--- src/rtl/spi_fifo_master.sv ---
module spi_fifo_master #(
  parameter int DEPTH = 64,
  parameter int AW    = 5
) (
  input  logic          clk,
  input  logic          rst_n,
  input  logic          bus_wr,
  input  logic          bus_rd,
  input  logic [AW-1:0] bus_addr,
  input  logic [31:0]   bus_wdata,
  output logic [31:0]   bus_rdata,
  output logic          irq,
  output logic          spi_sclk,
  output logic          spi_mosi,
  input  logic          spi_miso,
  output logic          spi_ss
);
  localparam int PW = $clog2(DEPTH);
  localparam int CW = PW + 1;
  localparam logic [CW-1:0] FULL = CW'(DEPTH);
  localparam logic [AW-1:0] A_RX = AW'('h00), A_TX = AW'('h04), A_CTL = AW'('h08),
    A_CFG = AW'('h0C), A_IE = AW'('h10), A_THR = AW'('h14), A_ST = AW'('h18), A_PER = AW'('h1C);

  logic [31:0] ctrl_q, cfg_q, period_q;
  logic [7:0]  ie_q;
  logic [5:0]  txthr_q, rxthr_q;
  logic        xch_q, tc_q, ovf_q, busy, sclk_q;
  logic [31:0] tx_mem [DEPTH];
  logic [31:0] rx_mem [DEPTH];
  logic [PW-1:0] tx_wp, tx_rp, rx_wp, rx_rp;
  logic [CW-1:0] tx_cnt, rx_cnt;
  logic [19:0] cnt;
  logic [6:0]  ev;
  logic [31:0] tx_sh, rx_sh;

  wire       en    = ctrl_q[0];
  wire [1:0] ch    = ctrl_q[19:18];
  wire [4:0] nbm1  = ctrl_q[24:20];
  wire       cpha  = cfg_q[int'(ch)];
  wire       cpol  = cfg_q[4 + int'(ch)];
  wire       sspol = cfg_q[12 + int'(ch)];
  wire [5:0] nbits = {1'b0, nbm1} + 6'd1;
  wire [6:0] last_ev = {nbits, 1'b0};
  wire [19:0] half_len = (20'(ctrl_q[15:12]) + 20'd1) << ctrl_q[11:8];

  wire tick     = busy && (cnt == half_len - 20'd1);
  wire word_end = tick && (ev == last_ev);
  wire may_run  = ctrl_q[3] || xch_q;
  wire go       = en && !busy && (tx_cnt != '0) && may_run;
  wire next_go  = word_end && (tx_cnt != '0) && may_run;
  wire tx_pop   = go || next_go;
  wire wr_tx    = bus_wr && bus_addr == A_TX && en && tx_cnt != FULL;
  wire rd_rx    = bus_rd && bus_addr == A_RX && rx_cnt != '0;
  wire rx_push  = word_end && rx_cnt != FULL;
  wire ovf_set  = word_end && rx_cnt == FULL;
  wire samp     = (ev[0] == cpha);
  wire drv      = !samp && ev != '0;

  logic [7:0] status;
  assign status = {tc_q, ovf_q, rx_cnt == FULL,
                   (rx_cnt != '0) && (int'(rx_cnt) >= int'(rxthr_q)),
                   rx_cnt != '0, tx_cnt == FULL,
                   int'(tx_cnt) < int'(txthr_q), tx_cnt == '0};

  assign irq      = |(status & ie_q);
  assign spi_sclk = busy ? sclk_q : cpol;
  assign spi_ss   = busy ? sspol : ~sspol;
  assign spi_mosi = busy && tx_sh[nbm1];

  always_ff @(posedge clk or negedge rst_n) begin
    if (!rst_n) begin
      ctrl_q <= '0; cfg_q <= '0; period_q <= '0; ie_q <= '0;
      txthr_q <= '0; rxthr_q <= '0; bus_rdata <= '0;
    end else begin
      if (bus_wr) begin
        case (bus_addr)
          A_CTL: ctrl_q <= {bus_wdata[31:3], 1'b0, bus_wdata[1:0]};
          A_CFG: cfg_q <= {4'd0, bus_wdata[27:0]};
          A_IE:  ie_q <= bus_wdata[7:0];
          A_THR: begin txthr_q <= bus_wdata[5:0]; rxthr_q <= bus_wdata[21:16]; end
          A_PER: period_q <= bus_wdata;
          default: ;
        endcase
      end
      if (bus_rd) begin
        case (bus_addr)
          A_RX:  bus_rdata <= (rx_cnt != '0) ? rx_mem[rx_rp] : '0;
          A_CTL: bus_rdata <= {ctrl_q[31:3], xch_q, ctrl_q[1:0]};
          A_CFG: bus_rdata <= cfg_q;
          A_IE:  bus_rdata <= {24'd0, ie_q};
          A_THR: bus_rdata <= {10'd0, rxthr_q, 10'd0, txthr_q};
          A_ST:  bus_rdata <= {24'd0, status};
          A_PER: bus_rdata <= period_q;
          default: bus_rdata <= '0;
        endcase
      end
    end
  end

  always_ff @(posedge clk) begin
    if (wr_tx) tx_mem[tx_wp] <= bus_wdata;
    if (rx_push) rx_mem[rx_wp] <= rx_sh;
  end

  always_ff @(posedge clk or negedge rst_n) begin
    if (!rst_n) begin
      tx_wp <= '0; tx_rp <= '0; tx_cnt <= '0; rx_wp <= '0; rx_rp <= '0; rx_cnt <= '0;
      busy <= 1'b0; sclk_q <= 1'b0; cnt <= '0; ev <= '0; tx_sh <= '0; rx_sh <= '0;
      xch_q <= 1'b0; tc_q <= 1'b0; ovf_q <= 1'b0;
    end else if (!en) begin
      tx_wp <= '0; tx_rp <= '0; tx_cnt <= '0; rx_wp <= '0; rx_rp <= '0; rx_cnt <= '0;
      busy <= 1'b0; sclk_q <= 1'b0; xch_q <= 1'b0; tc_q <= 1'b0; ovf_q <= 1'b0;
      if (bus_wr && bus_addr == A_CTL && bus_wdata[0] && bus_wdata[2]) xch_q <= 1'b1;
    end else begin
      if (wr_tx) tx_wp <= tx_wp + 1'b1;
      if (tx_pop) tx_rp <= tx_rp + 1'b1;
      tx_cnt <= tx_cnt + CW'(wr_tx) - CW'(tx_pop);
      if (rx_push) rx_wp <= rx_wp + 1'b1;
      if (rd_rx) rx_rp <= rx_rp + 1'b1;
      rx_cnt <= rx_cnt + CW'(rx_push) - CW'(rd_rx);

      if (bus_wr && bus_addr == A_CTL && bus_wdata[0] && bus_wdata[2]) xch_q <= 1'b1;
      else if (word_end && tx_cnt == '0) xch_q <= 1'b0;
      if (word_end && tx_cnt == '0) tc_q <= 1'b1;
      else if (bus_wr && bus_addr == A_ST && bus_wdata[7]) tc_q <= 1'b0;
      if (ovf_set) ovf_q <= 1'b1;
      else if (bus_wr && bus_addr == A_ST && bus_wdata[6]) ovf_q <= 1'b0;

      if (tx_pop) begin
        busy <= 1'b1; tx_sh <= tx_mem[tx_rp]; rx_sh <= '0;
        ev <= '0; cnt <= '0; sclk_q <= cpol;
      end else if (word_end) begin
        busy <= 1'b0;
      end else if (busy) begin
        if (tick) begin
          cnt <= '0;
          ev <= ev + 7'd1;
          sclk_q <= ~sclk_q;
          if (samp) rx_sh <= {rx_sh[30:0], spi_miso};
          if (drv) tx_sh <= {tx_sh[30:0], 1'b0};
        end else begin
          cnt <= cnt + 20'd1;
        end
      end
    end
  end

  AST_OFF_STOPS: assert property (@(posedge clk) disable iff (!rst_n) !en |=> !busy);
  AST_SCLK_HOME: assert property (@(posedge clk) disable iff (!rst_n)
    ($fell(busy) && en) |-> sclk_q == cpol);
  AST_TX_BOUND: assert property (@(posedge clk) disable iff (!rst_n) tx_cnt <= FULL);
  AST_RX_BOUND: assert property (@(posedge clk) disable iff (!rst_n) rx_cnt <= FULL);
  AST_TC_IDLE: assert property (@(posedge clk) disable iff (!rst_n) $rose(tc_q) |-> !busy);
  AST_OVF_FULL: assert property (@(posedge clk) disable iff (!rst_n)
    $rose(ovf_q) |-> $past(rx_cnt) == FULL);
endmodule

--- config.mk ---
export PLATFORM = sky130hd
export DESIGN_NAME = spi_fifo_master
export DESIGN_NICKNAME = d
export VERILOG_FILES = /design/src/rtl/spi_fifo_master.sv
export SDC_FILE = /design/constraint.sdc
export NUM_CORES = 2
export LEC_CHECK = 0
export CAP_MARGIN = 10
export CORE_UTILIZATION = 45
export DETAILED_ROUTE_END_ITERATION = 7
export PLACE_DENSITY = 0.62
export SLEW_MARGIN = 20
export SYNTH_ARGS = -nofsm -noshare
export SYNTH_HDL_FRONTEND = slang
export SYNTH_SLANG_ARGS = --single-unit
export TNS_END_PERCENT = 100
--- constraint.sdc ---
create_clock -name clk -period 16.9 [get_ports clk]
set_clock_uncertainty 0.1 [all_clocks]
set_input_delay 3.38 -clock clk [delete_from_list [all_inputs] [get_ports clk]]
set_output_delay 3.38 -clock clk [all_outputs]
set_load 0.005 [all_outputs]
== Word level (Yosys, flattened, before mapping) ==
Memory sizes are Yosys's and may differ from the RTL's.
Cells that the tools add are included.

* Register bits: 277
* Latch bits: 0
* Bits in writable memories: 4096
* Bits in read-only memories: 0
* Memories: 2

{| class="wikitable"
|+ Memory list
! name !! depth !! width !! rd ports !! clocked after memory_dff !! wr ports !! line !! text
|-
| rx_mem || 64 || 32 || 1 || 0 || 1 || 29 || <nowiki>logic [31:0] rx_mem [DEPTH];</nowiki>
|-
| tx_mem || 64 || 32 || 1 || 0 || 1 || 28 || <nowiki>logic [31:0] tx_mem [DEPTH];</nowiki>
|}

* $add $sub $neg: 15
* Multiply operators: 0
* Div/mod/pow operators: 0
* $lt $le $gt $ge: 6
* Equality and inequality tests: 26
* Shift operators: 1
* Muxes and demuxes: 64
* Bitwise gates (word level): 3
* Reduce and logical (&&, ||, !) cells: 48

{| class="wikitable"
|+ Operators by type and width
! cell !! count
|-
| 32-bit two-way mux || 11
|-
| 32-bit one-hot mux with 7 select lines || 1
|-
| 20-bit two-way mux || 4
|-
| 6-bit two-way mux || 8
|-
| 7-bit two-way mux || 6
|-
| 1-bit two-way mux || 30
|-
| 6-bit by 1-bit adder with 6-bit output, second input constant || 4
|-
| 1-bit logical AND || 24
|-
| 7-bit nonzero test || 3
|-
| 20-bit by 1-bit adder with 20-bit output, second input constant || 1
|-
| 20-bit == test || 1
|-
| 5-bit == test, second input constant || 4
|-
| 5-bit by 4-bit left shift with 20-bit output || 1
|-
| 20-bit by 1-bit subtractor with 20-bit output, second input constant || 1
|-
| 3-bit by 1-bit inequality test with 1-bit output, second input constant || 6
|-
| 1-bit binary-select mux with 5-bit select || 3
|-
| 7-bit by 1-bit adder with 7-bit output || 2
|-
| 7-bit == test, second input constant || 2
|-
| 7-bit inequality test, second input constant || 2
|-
| 7-bit by 1-bit subtractor with 7-bit output || 2
|-
| 5-bit by 6-bit < comparator with 1-bit output, second input constant || 2
|-
| 5-bit by 4-bit == test with 1-bit output, second input constant || 2
|-
| 2-bit by 1-bit inequality test with 1-bit output, second input constant || 5
|-
| 2-bit AND reduction || 5
|-
| other kinds (25) || 33
|}

== Logic depth before layout (Yosys ltp) ==
* Word-level depth: 11
* Depth in mapped cells: 32

== Worst setup path before layout ==
Ideal clock, no wire load.

* Path kind: input -> register
* Start point: input port bus_addr[4]
* End point: memory tx_mem[46][0] (enable)
* Arrival time: 6.407 ns
* Data required time: 16.379 ns
* Path slack: 9.971 ns
* Stages: 6
* Path buffers: 0
* Cells stage by stage: or3_1 > nor4_1 > inv_1 > nor2_1 > nand3_1 > nor2_1

* Word-level cells in the longest chain between the ends: 6

{| class="wikitable"
|+ RTL lines
! element !! line !! text
|-
| start: declaration || 9 || <nowiki>input logic [AW-1:0] bus_addr,</nowiki>
|-
| 5-bit by 3-bit == test with 1-bit output || 52 || <nowiki>wire wr_tx = bus_wr && bus_addr == A_TX && en && tx_cnt != FULL;</nowiki>
|-
| 1-bit logical AND (3 in a row) || 52 ||
|-
| 1-bit two-way mux || 101 || <nowiki>if (wr_tx) tx_mem[tx_wp] <= bus_wdata;</nowiki>
|-
| 1-bit two-way mux (not written as such) || 101 ||
|-
| end: declaration || 28 ||
|}

Every way passes these cells.

== Worst setup path in the final report ==
* Start point: register ctrl_q[20]
* End point: output port spi_mosi

* Word-level cells in the longest chain between the ends: 3

{| class="wikitable"
|+ RTL lines
! element !! line !! text
|-
| start: declaration || 24 || <nowiki>logic [31:0] ctrl_q, cfg_q, period_q;</nowiki>
|-
| start signal: assignment || 77 || <nowiki>A_CTL: ctrl_q <= {bus_wdata[31:3], 1'b0, bus_wdata[1:0]};</nowiki>
|-
| 1-bit binary-select mux with 5-bit select || 68 || <nowiki>assign spi_mosi = busy && tx_sh[nbm1];</nowiki>
|-
| 1-bit two-way mux (not written as such) || 68 ||
|-
| 1-bit logical AND || 68 ||
|-
| end: declaration || 14 || <nowiki>output logic spi_mosi,</nowiki>
|}

Every way passes these cells. The select of a mux whose other input is x is not followed.

==> results.txt <==
status = complete, no violations
CP bufs+invs = 1
Final ANT Viol Nets = 0
WHS = 0.403 ns
Sw Share = 20.5%
Crit path top cell by count = a21oi_1
worst min path class = register to register
io pins = 78
largest delay contributor family on the critical path = flip-flops
max incr delay on CP = 1.04 ns
pin count of the biggest net entering global routing = 162
Vias = 80900
CP Launch Type = register
routability cong. = 0.874
die area = 381000 sq um
clock power share = 43.7%
Critical-path top delay cell = dfrtp_1
fraction of registers with async set/reset = 6.33%
Hold Fails Final Rpt = 0
# setup viols final = 0
Gate power share = 2.3%
Netlist cell types = 100
worst slack at placement = 8.75 ns
fillers = 28800
top cells by count, synth = edfxtp_1 (4096), mux4_2 (1351), dfrtp_1 (277)
number of global-route vias before repair = 80700
fraction of layout cells with a size suffix above 1 = 31.5%
Final #Nets = 7891
Req. time, crit path = 13.42 ns
max-cap viol count = 0
post-CTS setup repair buffer count = 0
Worst Tran Pin Value = 1.39 ns
Data arrival, critical path = 4.17 ns
Initial Util = 45.3%
pwr dens = 114 nW/um^2
per-cell routed wire length = 33.6 um
clk slew on worst S/H paths = 0.06 ns
H-tree levels = 5
1st-pass router iterations = 6
CTS root buffer = clkbuf_16
Seq/Total Area, Yosys = 76.2%
final setup margin = 9.25 ns
cells after synthesis = 7490
DR vias/cell = 6.13
Setup crit end kind = output port
hpwl dp = 255 mm
post-route minimum period = 7.65 ns
top cell type's share of synthesized area = 72.1%
worst-skew pair later-pin latency = 0.99 ns
crit path cell chain = mux4_2 -> o22ai_1 -> a21oi_1 -> a21oi_1 -> nor2_1 -> clkdlybuf4s50_1
final instance area = 193000 sq um
area of the multi-input gates = 39600 sq um
total grt overflow = 0
most common cell in the netlist = edfxtp_1
top cells by area in the synthesized netlist = edfxtp_1 (72%), mux4_2 (18%), dfrtp_1 (4.1%)
Sequential Power Share = 54.1%
final period utilization = 45.3%
CTS sink cnt = 4373
sequential cell area = 130000 sq um
maximum root-to-sink buffer count = 4
first-pass GRT wire length = 622 mm
Util after Layout = 51.4%
all-layer global routing usage = 23.1%
Fmax = 131 MHz
# DRC = 0
Final Non-Filler Cells = 13200
die span in y = 618 um
Die X-Extent = 618 um
Mapped Area = 171000 sq um
Setup Crit Path Kind = register to output port
dominant synthesized flop cell = edfxtp_1
P_leak = 54.1 nW
maximum fanout along the worst path = 17
Syn Nets = 7573
RSZ-0062 raised after global routing = false
I/O Buffers = 77
VDD IR max = 99.4 uV
cts bufs inserted = 435
number of DRC markers in iteration 0 = 10200
Rows = 225
P_sw = 4.50 mW
Final Max Slew Viols = 0
Seq cells post-synth = 4373
antenna violations before repair = 44
Ys Warns = 0
WL final = 443 mm
internal power = 17.5 mW
Pwr Total = 22.0 mW
Slew headroom = 7.58%
CTS tree = built
Core Region = 376000 sq um
Mean Syn Cell Area = 22.8 sq um
Final TNS setup = 0 ns
placement-stage cell area = 179000 sq um
Synth-to-Final Area Change = 13.3%
CTS hold repair buffers = 0
Post-synth EDFFs = 4096
Placed Cells incl. Taps = 12300
largest area contributor in the netlist = edfxtp_1
Post-CTS Resized = 0
flip-flops by register name, indices dropped and copies added (netlist names), 6 cells and up:
signal	flops
bus_rdata	32
cfg_q	28
cnt	20
ctrl_q	31
ev	7
ie_q	8
period_q	32
rx_cnt	7
rx_mem	2048
rx_rp	6
rx_sh	32
rx_wp	6
rxthr_q	6
tx_cnt	7
tx_mem	2048
tx_rp	6
tx_sh	32
tx_wp	6
txthr_q	6
cells in the final DEF (no fill, tap or decap), drive strengths merged, types with 10 or more instances in the layout:
cell and instances:
xor2 21, mux2 115, xnor2 33, nand3 75
nor2b 11, clkdlybuf4s50 44, o211ai 10, nor2 235
clkinv 196, a221oi 19, mux4 1351, nor3 19
a22oi 23, clkinvlp 20, a22o 17, a31oi 37
and2 17, nand4 13, diode 20, o22ai 39
bufinv 44, a222oi 12, a21oi 62, and3 14
buf 251, edfxtp 4096, ha 39, inv 134
nor4 10, o21ai 81, clkbuf 530, nand2 165
or3 22, nand2b 18, mux2i 15, dfrtp 277
final cells by class:
type                            count  share of cell area [%]
Antenna cell                       20                  0.0259
Sequential cell                  4373                    67.3
Clock buffer                      530                    5.92
Timing Repair Buffer              295                    1.47
Inverter                          116                   0.225
Clock inverter                    278                    1.38
Tap cell                         4994                    3.23
Multi-Input combinational cell   2587                    20.5
routing by layer:
| layer | vias to the layer above | track usage [%] | wire, um |
|---|---|---|---|
| met3 | 598 | 3.64 | 35500 |
| li1 | 32500 | - | - |
| met5 | - | 0 | 27 |
| met1 | 44200 | 33.1 | 179000 |
| met4 | 4 | 7.87 | 15900 |
| met2 | 3683 | 36.4 | 213000 |
power by group through the flow:
stage / registers (mW) / clock network [mW] / logic, mW
3_5_place_dp: 12.1 / 0 / 0.503
5_1_grt: 11.9 / 10.1 / 0.536
3_3_place_gp: 12.1 / 0 / 0.486
2_1_floorplan: 12.1 / 0 / 0.283
4_1_cts: 11.9 / 9.73 / 0.504
6_report: 11.9 / 9.59 / 0.501
worst paths after layout:
check,start,endpoint,slack [ns],depth (start not counted)
max,ctrl_q[20]$_DFFE_PN0P_,spi_mosi,9.25,6
min,ctrl_q[6]$_DFFE_PN0P_,ctrl_q[6]$_DFFE_PN0P_,0.40,1
max reg2reg,ctrl_q[12]$_DFFE_PN0P_,rx_mem[58][26]$_DFFE_PP_,9.49,17
min reg2reg,ctrl_q[6]$_DFFE_PN0P_,ctrl_q[6]$_DFFE_PN0P_,0.40,1
max in group asynchronous,rst_n,rx_sh[23]$_DFFE_PN0P_,12.80,2
min in group asynchronous,rst_n,cnt[14]$_DFFE_PN0P_,2.31,1
logic make-up after synthesis:
kind of cell,Yosys count,share of synthesized area [%]
adders and majority gates,41,0.310
DFF,4373,76.2
xor gates and xnor gates,54,0.288
muxes,1481,18.7
AOI/OAI and AO/OA,369,1.52
and+or+nand+nor,642,1.80
buffers and inverters,530,1.20
worst reg2reg max path, cell delays in order, from the launching register on:
cell       delay (ns)
dfrtp_1          0.56
ha_1             0.54
nor2_1           0.10
nor3_1           0.33
nand2_1          0.11
ha_1             0.30
xnor2_1          0.28
nand3_1          0.11
o22ai_1          0.17
a32oi_1          0.07
nor4_1           0.45
o2111ai_1        0.28
nor4_4           0.47
nand4b_2         0.61
nor3_1           0.69
nand3_1          0.95
nor2_4           0.30
buf_4            0.57
(Power assumes the default switching activity.)
